## config.mk

```make
export PLATFORM = sky130hd
export DESIGN_NAME = dual_dac_front
export DESIGN_NICKNAME = d
export VERILOG_FILES = /design/src/rtl/dacf_pkg.sv /design/src/rtl/dacf_edge.sv /design/src/rtl/dacf_order_fsm.sv /design/src/rtl/dacf_power_ctl.sv /design/src/rtl/dacf_channel.sv /design/src/rtl/dual_dac_front.sv
export SDC_FILE = /design/constraint.sdc
export NUM_CORES = 1
export LEC_CHECK = 0
export BUFFER_PORTS_ARGS = -buffer_cell sky130_fd_sc_hd__buf_2
export CAP_MARGIN = 15
export CORE_MARGIN = 4
export CORE_UTILIZATION = 30
export CTS_BUF_LIST = sky130_fd_sc_hd__clkbuf_16
export CTS_CLUSTER_SIZE = 24
export DETAILED_ROUTE_END_ITERATION = 12
export PLACE_DENSITY = 0.6
export SETUP_SLACK_MARGIN = 0.15
export SYNTH_ARGS = -nofsm -noshare
export SYNTH_HDL_FRONTEND = slang
export SYNTH_SLANG_ARGS = --single-unit
```

## constraint.sdc

```tcl
create_clock -name clk -period 2.6 [get_ports clk]
set_input_delay 0.65 -clock clk [delete_from_list [all_inputs] [get_ports clk]]
set_output_delay 0.65 -clock clk [all_outputs]
set_load 0.1 [all_outputs]
```

## src/rtl/dacf_pkg.sv

```systemverilog
package dacf_pkg;

    typedef enum logic [0:0] {
        ORD_WAIT_CLK = 1'b0,
        ORD_CLK_SEEN = 1'b1
    } ord_state_e;

    typedef enum logic [0:0] {
        PWR_ON  = 1'b0,
        PWR_OFF = 1'b1
    } pwr_state_e;

endpackage

```

## src/rtl/dacf_edge.sv

```systemverilog
module dacf_edge (
    input  logic clk,
    input  logic rst_n,
    input  logic sig,
    output logic rise,
    output logic fall
);
    logic sig_q;

    always_ff @(posedge clk or negedge rst_n) begin
        if (!rst_n) sig_q <= 1'b0;
        else        sig_q <= sig;
    end

    assign rise = sig & ~sig_q;
    assign fall = ~sig & sig_q;
endmodule

```

## src/rtl/dacf_order_fsm.sv

```systemverilog
module dacf_order_fsm
    import dacf_pkg::*;
(
    input  logic clk,
    input  logic rst_n,
    input  logic enable,
    input  logic upd_rise,
    input  logic wr_rise,
    input  logic clr,
    output logic err
);
    ord_state_e state, state_nx;
    logic       violation;

    always_comb begin
        state_nx  = state;
        violation = 1'b0;
        if (enable) begin
            unique case (state)
                ORD_WAIT_CLK: begin
                    if (upd_rise && wr_rise)  state_nx = ORD_WAIT_CLK;   // tied_pair
                    else if (upd_rise)        state_nx = ORD_CLK_SEEN;   // clock_arrives
                    else if (wr_rise) begin
                        state_nx  = ORD_WAIT_CLK;                        // write_early
                        violation = 1'b1;
                    end
                end
                ORD_CLK_SEEN: begin
                    if (upd_rise && wr_rise)  state_nx = ORD_WAIT_CLK;   // tied_pair
                    else if (wr_rise)         state_nx = ORD_WAIT_CLK;   // write_consumes
                    else                      state_nx = ORD_CLK_SEEN;
                end
            endcase
        end
    end

    always_ff @(posedge clk or negedge rst_n) begin
        if (!rst_n) state <= ORD_WAIT_CLK;
        else        state <= state_nx;
    end

    always_ff @(posedge clk or negedge rst_n) begin
        if (!rst_n) err <= 1'b0;
        else        err <= violation | (err & ~clr);
    end
endmodule

```

## src/rtl/dacf_power_ctl.sv

```systemverilog
module dacf_power_ctl
    import dacf_pkg::*;
(
    input  logic clk,
    input  logic rst_n,
    input  logic pwr_down,
    output logic pd_active
);
    pwr_state_e state, state_nx;

    always_comb begin
        unique case (state)
            PWR_ON:  state_nx = pwr_down ? PWR_OFF : PWR_ON;   // sleep
            PWR_OFF: state_nx = pwr_down ? PWR_OFF : PWR_ON;   // wake
        endcase
    end

    always_ff @(posedge clk or negedge rst_n) begin
        if (!rst_n) state <= PWR_ON;
        else        state <= state_nx;
    end

    always_comb pd_active = (state == PWR_OFF);
endmodule

```

## src/rtl/dacf_channel.sv

```systemverilog
module dacf_channel #(
    parameter int CODE_W = 12
) (
    input  logic              clk,
    input  logic              rst_n,
    input  logic              pd_active,
    input  logic              err_clr,
    input  logic [CODE_W-1:0] data,
    input  logic              wr,
    input  logic              upd,
    output logic [CODE_W-1:0] code_p,
    output logic [CODE_W-1:0] code_n,
    output logic              order_err
);
    localparam logic [CODE_W-1:0] FULL = {CODE_W{1'b1}};

    logic              wr_rise, wr_fall, upd_rise, upd_fall;
    logic              live;
    logic [CODE_W-1:0] entry_q, stage_q, commit_q;

    assign live = ~pd_active;

    dacf_edge u_wr_edge (
        .clk (clk), .rst_n (rst_n), .sig (wr),
        .rise(wr_rise), .fall(wr_fall)
    );

    dacf_edge u_upd_edge (
        .clk (clk), .rst_n (rst_n), .sig (upd),
        .rise(upd_rise), .fall(upd_fall)
    );

    dacf_order_fsm u_order (
        .clk     (clk),
        .rst_n   (rst_n),
        .enable  (live),
        .upd_rise(upd_rise),
        .wr_rise (wr_rise),
        .clr     (err_clr),
        .err     (order_err)
    );

    always_ff @(posedge clk or negedge rst_n) begin
        if (!rst_n) begin
            entry_q  <= '0;
            stage_q  <= '0;
            commit_q <= '0;
        end else if (live) begin
            if (wr_rise)  entry_q  <= data;
            if (wr_fall)  stage_q  <= entry_q;
            if (upd_rise) commit_q <= stage_q;
        end
    end

    always_comb begin
        if (pd_active) begin
            code_p = '0;
            code_n = '0;
        end else begin
            code_p = commit_q;
            code_n = FULL - commit_q;
        end
    end

    logic unused_fall;
    assign unused_fall = upd_fall;
endmodule

```

## src/rtl/dual_dac_front.sv

```systemverilog
module dual_dac_front #(
    parameter int CODE_W = 12
) (
    input  logic              clk,
    input  logic              rst_n,
    input  logic [CODE_W-1:0] a_data,
    input  logic              a_wr,
    input  logic              a_upd,
    input  logic [CODE_W-1:0] b_data,
    input  logic              b_wr,
    input  logic              b_upd,
    input  logic              pwr_down,
    input  logic              err_clr,
    output logic [CODE_W-1:0] a_code_p,
    output logic [CODE_W-1:0] a_code_n,
    output logic [CODE_W-1:0] b_code_p,
    output logic [CODE_W-1:0] b_code_n,
    output logic              a_order_err,
    output logic              b_order_err,
    output logic              pd_status
);
    localparam int NCH = 2;

    logic [NCH-1:0][CODE_W-1:0] data_arr, p_arr, n_arr;
    logic [NCH-1:0]             wr_arr, upd_arr, err_arr;
    logic                       pd_active;

    assign data_arr = {b_data, a_data};
    assign wr_arr   = {b_wr, a_wr};
    assign upd_arr  = {b_upd, a_upd};

    dacf_power_ctl u_pwr (
        .clk      (clk),
        .rst_n    (rst_n),
        .pwr_down (pwr_down),
        .pd_active(pd_active)
    );

    for (genvar c = 0; c < NCH; c++) begin : g_ch
        dacf_channel #(.CODE_W(CODE_W)) u_ch (
            .clk      (clk),
            .rst_n    (rst_n),
            .pd_active(pd_active),
            .err_clr  (err_clr),
            .data     (data_arr[c]),
            .wr       (wr_arr[c]),
            .upd      (upd_arr[c]),
            .code_p   (p_arr[c]),
            .code_n   (n_arr[c]),
            .order_err(err_arr[c])
        );
    end

    assign a_code_p    = p_arr[0];
    assign a_code_n    = n_arr[0];
    assign b_code_p    = p_arr[1];
    assign b_code_n    = n_arr[1];
    assign a_order_err = err_arr[0];
    assign b_order_err = err_arr[1];
    assign pd_status   = pd_active;
endmodule

```

======== Yosys cells after proc, flatten, opt, wreduce, memory -nomap -nowiden ========
Index checks and enable logic that the tools add are counted.
word-level totals
  bits in registers ....................... 81
  input bits .............................. 32
  output and inout port bits .............. 51
operators by class
  $add $sub $neg .......................... 2
  mux-type cells .......................... 25
  bitwise gates (word level) .............. 20
  reductions and logical operators ........ 8
operator list
  kind                                      count
  12-bit two-way mux                        4
  12-bit subtractor (first input constant)  2
  1-bit two-way mux                         19
  2-bit AND reduction                       6
  1-bit NOT                                 10
  1-bit AND                                 8
  1-bit case mux with 2 select lines        2
  1-bit logical AND                         2
  1-bit bitwise OR                          2

======== Longest topological paths before layout ========
Gate-level depths: netlist (run 1).
  depth after elaboration ................. 8
  gate-level depth with buffers ........... 4
  depth with buffers taken out ............ 2

======== Modules after synthesis ========
Synthesis (run 1) repeated with hierarchy kept, for this count alone.
unflattened totals
  cell total of the unflattened synthesis .. 239
  area total of the unflattened synthesis .. 3658.5 um^2
by module, submodules not included
  module          times used  cells an instance  area each (um^2)  sequential area each (um^2)
  dacf_channel    2           106                1652.8            900.9
  dacf_order_fsm  2           7                  83.8              50.0
  dacf_edge       4           3                  40.0              25.0
  dacf_power_ctl  1           1                  25.0              25.0

======== Worst setup path after synthesis (run 1) ========
OpenSTA, ideal clock, no wires.
  kind .................................... register to output
  from .................................... register u_pwr.state, in the netlist u_pwr.pd_active
  to ...................................... output port a_code_n[0]
  arrival time ............................ 2.661 ns
  required time ........................... 1.950 ns
  setup slack ............................. -0.711 ns
  cell stages (with the launch flop) ...... 5
  path buffers ............................ 3
  cell sequence ........................... dfrtp_1 > buf_6 > buf_2 > buf_2 > nor2_1
between the ends
  longest elaborated chain between the ends .. 1
ends and longest elaborated chain
  element                 line                  RTL
  from (decl)             dacf_power_ctl.sv:9   pwr_state_e state, state_nx;
  from (signal assigned)  dacf_power_ctl.sv:20  else state <= state_nx;
  12-bit two-way mux      dacf_channel.sv:56    if (pd_active) begin
  to (decl)               dual_dac_front.sv:15  output logic [CODE_W-1:0] a_code_n,
Every way passes these cells.

======== Worst setup path after layout (run 1) ========
  from .................................... register u_pwr.state, in the netlist u_pwr.pd_active
  to ...................................... output port a_code_p[5]
between the ends
  longest elaborated chain between the ends .. 1
ends and longest elaborated chain
  element             line                  RTL
  12-bit two-way mux  dacf_channel.sv:56
  to (decl)           dual_dac_front.sv:14  output logic [CODE_W-1:0] a_code_p,
Every way passes these cells.

==> impl_metrics.ini, run 1 <==
[worst_setup_path]
cp-end-kind = output pin
reg2reg_from = u_pwr.pd_active
r2r_setup_slack_ps = 620
path_class = reg2out
cp-endpoint = a_code_p[5]
slowest_delay_ps = 580
arrival_ps = 1710
r2r_end = g_ch[1].u_ch.stage_q[4]
critPathRequiredTime_ps = 1950
cp_max_fo = 28
critPathLaunchType = flop
cpMaxStageDelayCell = dfrtp_4
rr_worst_depth = 3
startpoint = u_pwr.pd_active
crit_chain = buf_12 -> nor2b_4 -> buf_2

[clocking]
cts-buffers-inserted = 9
hold_buffers = 0
root_buffer = clkbuf_16
cts_tree = built
cts.sinks = 81
cts_htree_levels = 3
clock_latency_ps = 320
ctsResizeCount = 0
cts_max_path_buffers = 2
cts.clk_slew.worst_paths_ps = 60
cts_setup_buffers = 0

[die]
ios = 83
initial_core_util_pct = 31.10
std_cell_rows = 38
die_h_um = 114.7
dieArea_mm2 = 0.01316
die_x_um = 114.7
core_area_mm2 = 0.01098

[synthesis]
postSynthAreaPerCell_um2 = 14.98
synth.top_cell.area_share_pct = 59.34
yosys-top-cells-count = dfrtp_1, mux2_2, nor2_1, nor2b_1, mux2_4
synthMostInstantiatedCell = dfrtp_1
synthFlopType = dfrtp_1
syn-num-nets = 260
syn_inst = 228
synth_cell_types = 16
ys_seq_elements = 81
synth.area.top_cells = dfrtp_1, mux2_2, mux2_4
synth_edf_count = 0
syn-cell-area_mm2 = 0.003416
synth_seq_area_share_pct = 59.34
yosysWarnings = 0
synth_area_leader_cell = dfrtp_1
async_reset_ff_share_pct = 100.0

[outcome]
outcome = finished, final reports clean

[power]
power.leakage_nw = 2.132
vdd_drop_max_mv = 0.5269
pwr-share-clk_pct = 21.5
power.internal_w = 0.003033
p_per_area_mw_per_mm2 = 1185
p_sw_share_pct = 44.58
comb_power_share_pct = 42.9
p_seq_share_pct = 35.6
switchingPower_w = 0.002440
power_w = 0.005473

[placement]
portBuffers = 82
routabilityCongestion = 0.6728
dp_hpwl_um = 5036
place_inst = 446
postPlaceCellArea_mm2 = 0.004339

[sta]
whs_ps = 347.6
fin_skew_ps = 4.261
fin_crit_ps = 2362
finalMaxSlewViolations = 0
hold_viol_final = 0
tns_ps = 0
rsz0062_at_grt = false
worst_pin_slew_ps = 700.7
setup_viol = 0
timing.final.crit_share_pct = 90.86
max-slew-margin-rel_pct = 53.24
max_freq_mhz = 423.3

[finish]
n_antenna_cell = 0
instances_no_fill = 461
layout.nets = 349
drive_above_1_share_pct = 72.27
design_area_mm2 = 0.004617
area_delta_synth_final_pct = 35.16

[run]
maxCapViolCount = 0

[drt]
drtIter0Drc = 49
drtPass1Iterations = 4
route.detailed.drc = 0
vias_per_cell = 4.362
totalWireLength_um = 6939
drtAntennaViolNets = 0
wl_per_cell_um = 15.05
via_count = 2011

[global_route]
grt.overflow.total = 0
grt_pass1_vias = 2159
grt_pass1_wl_um = 11430
grt_max_degree = 53
track_usage_pct = 11.29
antenna_found_initial = 1

[worst_hold_path]
min_path_type = in2async
through the flow:
step / setup WS [ps] / utilization [%]
after floorplan: 115.5 / -
after global routing: 168.5 / 42.04
after global placement: 589.3 / 39.51
after CTS: 217.7 / 42.04
final: 237.6 / 42.04
after detailed placement: 569.3 / 39.51
cells in the final DEF, fill, tap and decap left out, types with 2 or more instances in the layout:
master,count
dfrtp_1,80
buf_2,80
mux2_2,56
nor2_4,24
nor2b_4,16
mux2_4,16
clkbuf_16,9
nor2b_2,8
nor3b_4,6
buf_4,6
inv_1,5
buf_12,4
clkinv_2,3
nand2b_1,2
a32o_1,2
o21ba_2,2
registers in the layout, indices dropped and copies added (netlist names):
| signal | cells |
|---|---|
| g_ch.u_ch.commit_q | 24 |
| g_ch.u_ch.entry_q | 24 |
| g_ch.u_ch.stage_q | 24 |
| g_ch.u_ch.u_order.err | 2 |
| g_ch.u_ch.u_order.state | 2 |
| g_ch.u_ch.u_upd_edge.sig_q | 2 |
| g_ch.u_ch.u_wr_edge.sig_q | 2 |
| u_pwr.pd_active | 1 |
worst min path at each step:
stage	start	to	slack [ps]	depth (start not counted)
floorplan	rst_n	g_ch[0].u_ch.commit_q[0]	350	0
global placement	g_ch[1].u_ch.u_order.err	g_ch[1].u_ch.u_order.err	470	1
detailed placement	g_ch[1].u_ch.u_order.err	g_ch[1].u_ch.u_order.err	480	1
CTS	rst_n	g_ch[0].u_ch.entry_q[3]	390	1
global route	rst_n	g_ch[0].u_ch.entry_q[3]	400	1
finish	rst_n	g_ch[0].u_ch.entry_q[3]	350	1
cell families after synthesis:
family	count (synthesis)	share of synthesized area (%)
AO/OA/AOI/OAI	4	1.172
buffers and inverters	15	3.296
flip-flops	81	59.34
multiplexers	72	25.49
AND/OR/NAND/NOR	56	10.70
cell type report:
cell class | count | area (um2)
Tap cell | 140 | 175.2
Timing Repair Buffer | 90 | 525.5
Inverter | 3 | 11.26
Fill cell | 1037 | 6366
Clock buffer | 9 | 225.2
Sequential cell | 81 | 2031
Clock inverter | 6 | 52.55
Multi-Input combinational cell | 132 | 1597
worst max-delay path, delay by kind of cell, from the launching register on:
kind / cells / cell delay, ps
buffers and inverters: 2 / 660
flip-flops: 1 / 580
AND/OR/NAND/NOR: 1 / 130
power by group through the flow:
stage | Sequential, W | Combinational, W | Clock [W]
6_report | 0.00195 | 0.00235 | 0.00118
5_1_grt | 0.00200 | 0.00244 | 0.00127
4_1_cts | 0.00196 | 0.00238 | 0.00122
3_5_place_dp | 0.00198 | 0.00237 | 0
3_3_place_gp | 0.00196 | 0.00234 | 0
2_1_floorplan | 0.00190 | 0.00208 | 0
layer usage:
| layer | up-vias | share of wire (%) | track usage [%] |
|---|---|---|---|
| met5 | - | 0.19 | 0 |
| met4 | 2 | 1.2 | 3.991 |
| met3 | 8 | 5.1 | 3.436 |
| li1 | 953 | - | - |
| met1 | 1006 | 43 | 14.40 |
| met2 | 42 | 51 | 18.28 |
Power figures use the tool's default switching activity.
==> inputs of run 2 (changes only) <==
PLACE_DENSITY = 0.59   (was 0.6)
SYNTH_HIERARCHICAL = 1   (was unset)
clock period = 3.02 ns   (was 2.6 ns; I/O delays follow)
==> impl_metrics.ini, run 2 <==
[clocking]
cts_setup_buffers = 0
cts.clk_slew.worst_paths_ps = 60
hold_buffers = 0
clock_latency_ps = 320
cts-buffers-inserted = 9
root_buffer = clkbuf_16
ctsResizeCount = 0
cts_max_path_buffers = 2
cts_htree_levels = 3
cts_tree = built
cts.sinks = 81

[finish]
instances_no_fill = 469
area_delta_synth_final_pct = 21.82
final_cell_mix = buf_2, dfrtp_1, mux2_4, nor2b_1, nor2_2
n_antenna_cell = 0
mostFrequentLayoutCell = buf_2
n_fill_cell = 1111
largestRegisters = g_ch.u_ch/commit_q: 24 flops, g_ch.u_ch/entry_q: 24 flops, g_ch.u_ch/stage_q: 24 flops
drive_above_1_share_pct = 60.43
layout.nets = 353

[worst_setup_path]
reg2reg_from = g_ch[1].u_ch/u_upd_edge/sig_q
arrival_ps = 1850
r2r_setup_slack_ps = 1410
critPathRequiredTime_ps = 2260
startpoint = u_pwr/pd_active
cp_max_fo = 22
critPathLaunchType = flop
cp-end-kind = output pin
path_class = reg2out

[outcome]
outcome = finished, final reports clean

[sta]
worst_pin_slew_ps = 639.2
timing.final.crit_share_pct = 86.12
finalMaxSlewViolations = 0
setup_viol = 0
hold_viol_final = 0
fin_skew_ps = 3.016
rsz0062_at_grt = false
max_freq_mhz = 384.5
fin_crit_ps = 2601
max-slew-margin-rel_pct = 57.39
setup_ws_ps = 419.3

[synthesis]
yosysWarnings = 6
postSynthAreaPerCell_um2 = 15.36
syn-num-nets = 269
syn_inst = 237
syn-cell-area_mm2 = 0.003641

[die]
initial_core_util_pct = 31.22
die_x_um = 118.2
std_cell_rows = 39
core_area_mm2 = 0.01166
die_h_um = 118.2
dieArea_mm2 = 0.01396
ios = 83

[drt]
wl_per_cell_um = 14.30
wl_met2_um = 3298
totalWireLength_um = 6707
route.detailed.drc = 0
dr_wl_met3_um = 272
vias_per_cell = 4.380
drtPass1Iterations = 2
m1WireLength_um = 2961
dr.max_layer_used = met5
drtAntennaViolNets = 0
drtIter0Drc = 42
via_count = 2054

[worst_hold_path]
min_path_type = in2async

[run]
maxCapViolCount = 0

[power]
vdd_drop_max_mv = 0.3699
power.leakage_nw = 2.143
p_per_area_mw_per_mm2 = 1027

[placement]
dp_hpwl_um = 4819
place_inst = 453
place_ws_ps = 737.0
routabilityCongestion = 0.7012
portBuffers = 82

[global_route]
grt_max_degree = 51
antenna_found_initial = 1
track_usage_pct = 9.948
grt_pass1_vias = 2139
grt.overflow.total = 0
grt_pass1_wl_um = 11100
## run 2: worst max-delay path: stages, from the launching register on
cell	delay [ps]
dfrtp_2	670
buf_4	350
and2b_1	210
buf_2	280
## run 2: final cells by class
class	instances	area, um2	share of cell area [%]
Clock buffer	9	225.2	5.078
Tap cell	143	178.9	4.034
Inverter	4	15.01	0.3385
Timing Repair Buffer	85	447.9	10.10
Clock inverter	7	28.78	0.6488
Multi-Input combinational cell	140	1511	34.08
Sequential cell	81	2028	45.73
## run 2: final timing paths
check,to,depth (start not counted)
setup / recovery,a_code_p[1],3
hold / removal,g_ch[0].u_ch/stage_q[8],1
setup reg to reg,g_ch[1].u_ch/commit_q[11],3
hold reg to reg,g_ch[1].u_ch/u_order/err,1
max in group asynchronous,g_ch[0].u_ch/commit_q[7],2
min in group clk,g_ch[1].u_ch/u_order/err,1
## run 2: metal layers
layer  global-route usage (%)  vias up
li1                         -      965
met1                    12.08     1040
met2                    15.97       35
met3                    2.674       12
met4                    5.714        2
met5                        0        -
## run 2: where the power goes
group / total [W] / internal, W / switching (W)
sequential: 0.00164 / 0.00140 / 0.000238
combinational: 0.00200 / 0.000576 / 0.00142
clock: 0.000923 / 0.000538 / 0.000384
total: 0.00456 / 0.00251 / 0.00204
## run 2: metrics by stage
step                instance area [um2]  power, W  hold slack [ps]  setup TNS, ps  util, %
global route                       4436  0.004773            492.5              0    38.03
floorplan                          3686  0.003363            459.4          -6560        -
global placement                   4182  0.003642            473.2              0    35.85
detailed placement                 4182  0.003672            488.0              0    35.85
CTS                                4436  0.004620            474.7              0    38.03
finish                             4436  0.004557            446.4              0    38.03
==> inputs of run 3 (changes only) <==
PLACE_DENSITY = 0.6   (was 0.59)
SYNTH_HIERARCHICAL = unset   (was 1)
==> impl_metrics.ini, run 3 (synthesis results as in run 1) <==
[global_route]
grt_pass1_wl_um = 10820
grt.overflow.total = 0
grt_pass1_vias = 2009
antenna_found_initial = 1
grt_max_degree = 47
track_usage_pct = 10.84

[worst_setup_path]
cpMaxStageDelayCell = dfrtp_4
cp-end-kind = output pin
cp_num_buf_inv = 2
r2r_setup_slack_ps = 900
cp_top_family = buffers and inverters
cp-endpoint = a_code_p[11]
startpoint = u_pwr.pd_active
critPathLaunchType = flop
cp_num_cells = 3
cp_max_fo = 34
crit_chain = buf_12 -> nor2b_2 -> buf_2
r2r_end = g_ch[0].u_ch.commit_q[4]
arrival_ps = 1830
rr_worst_depth = 3
reg2reg_from = u_pwr.pd_active
slowest_delay_ps = 650
critPathRequiredTime_ps = 2260
path_class = reg2out

[drt]
dr_wl_met3_um = 307
drtIter0Drc = 51
route.detailed.drc = 0
drtAntennaViolNets = 0
vias_per_cell = 4.400
wl_met2_um = 3028
wl_per_cell_um = 14.35
via_count = 2015
totalWireLength_um = 6572
m1WireLength_um = 3095
drtPass1Iterations = 2
dr.max_layer_used = met5

[finish]
layout.nets = 346
instances_no_fill = 458
n_antenna_cell = 0
area_delta_synth_final_pct = 30.11
drive_above_1_share_pct = 66.04
final_cell_mix = buf_2, dfrtp_1, mux2_2, nor2_4
design_area_mm2 = 0.004444
largestRegisters = g_ch.u_ch.commit_q: 24 flops, g_ch.u_ch.entry_q: 24 flops, g_ch.u_ch.stage_q: 24 flops
mostFrequentLayoutCell = buf_2

[sta]
timing.final.crit_share_pct = 85.70
setup_viol = 0
whs_ps = 370.3
fin_crit_ps = 2588
finalMaxSlewViolations = 0
rsz0062_at_grt = false
worst_pin_slew_ps = 730.0
max_freq_mhz = 386.4
max-slew-margin-rel_pct = 51.28
fin_skew_ps = 6.692
hold_viol_final = 0

[placement]
place_inst = 443
routabilityCongestion = 0.7190
portBuffers = 82
postPlaceCellArea_mm2 = 0.004134
dp_hpwl_um = 4529

[power]
p_per_area_mw_per_mm2 = 1054
power_w = 0.004686
power.leakage_nw = 2.038
vdd_drop_max_mv = 0.4518

[clocking]
cts_tree = built
ctsResizeCount = 0
hold_buffers = 0
cts_htree_levels = 3
root_buffer = clkbuf_16
cts_max_path_buffers = 2
cts.clk_slew.worst_paths_ps = 60
cts_setup_buffers = 0
cts-buffers-inserted = 9
clock_latency_ps = 330
cts.sinks = 81

[die]
die_x_um = 114.7
core_area_mm2 = 0.01098
die_h_um = 114.7
ios = 83
initial_core_util_pct = 31.10
dieArea_mm2 = 0.01316
std_cell_rows = 38

[run]
maxCapViolCount = 0

[outcome]
outcome = finished, final reports clean

[worst_hold_path]
min_path_type = in2async
## run 3: changes by cell type in the layout (fill, tap and decap cells not counted), sizes merged
cell      change
and2b         -6
o21ba         +2
o32ai         -2
buf           +2
inv           -1
clkinvlp      +1
a32o          +2
clkinv        -4
nand2b        +2
nor3b         +6
a21oi         -4
nand2         -2
nor2b         -6
bufinv        +2
## run 3: power by group
group / switching (W) / leakage, nW / internal (W)
logic: 0.00141 / 0.918 / 0.000489
clock network: 0.000418 / 0.153 / 0.000716
registers: 0.000254 / 0.967 / 0.00140
total: 0.00208 / 2.04 / 0.00260
## run 3: worst min-delay path by stage
stage,end,slack (ps),depth (start not counted)
2_1_floorplan,g_ch[0].u_ch.commit_q[0],460,0
5_1_grt,g_ch[0].u_ch.stage_q[11],400,1
6_report,g_ch[0].u_ch.stage_q[11],370,1
3_3_place_gp,g_ch[1].u_ch.u_order.err,470,1
4_1_cts,g_ch[0].u_ch.stage_q[11],390,1
3_5_place_dp,g_ch[1].u_ch.u_order.err,480,1
## run 3: area by class of cell
type | instances | area [um2]
Sequential cell | 81 | 2031
Timing Repair Buffer | 87 | 475.5
Tap cell | 140 | 175.2
Fill cell | 1044 | 6539
Clock buffer | 9 | 225.2
Clock inverter | 6 | 85.08
Inverter | 3 | 11.26
Multi-Input combinational cell | 132 | 1441
## run 3: metrics by stage
stage / utilization (%) / setup TNS (ps) / setup WS (ps)
after floorplan: - / -6607 / -338.5
after global placement: 37.64 / 0 / 775.5
after detailed placement: 37.64 / 0 / 760.2
after CTS: 40.46 / 0 / 397.9
after global routing: 40.46 / 0 / 308.3
final: 40.46 / 0 / 431.8
## run 3: routing by layer
metal | up-vias | GRT usage, %
li1 | 950 | -
met1 | 1008 | 14.78
met2 | 45 | 15.72
met3 | 10 | 3.383
met4 | 2 | 5.164
met5 | - | 0
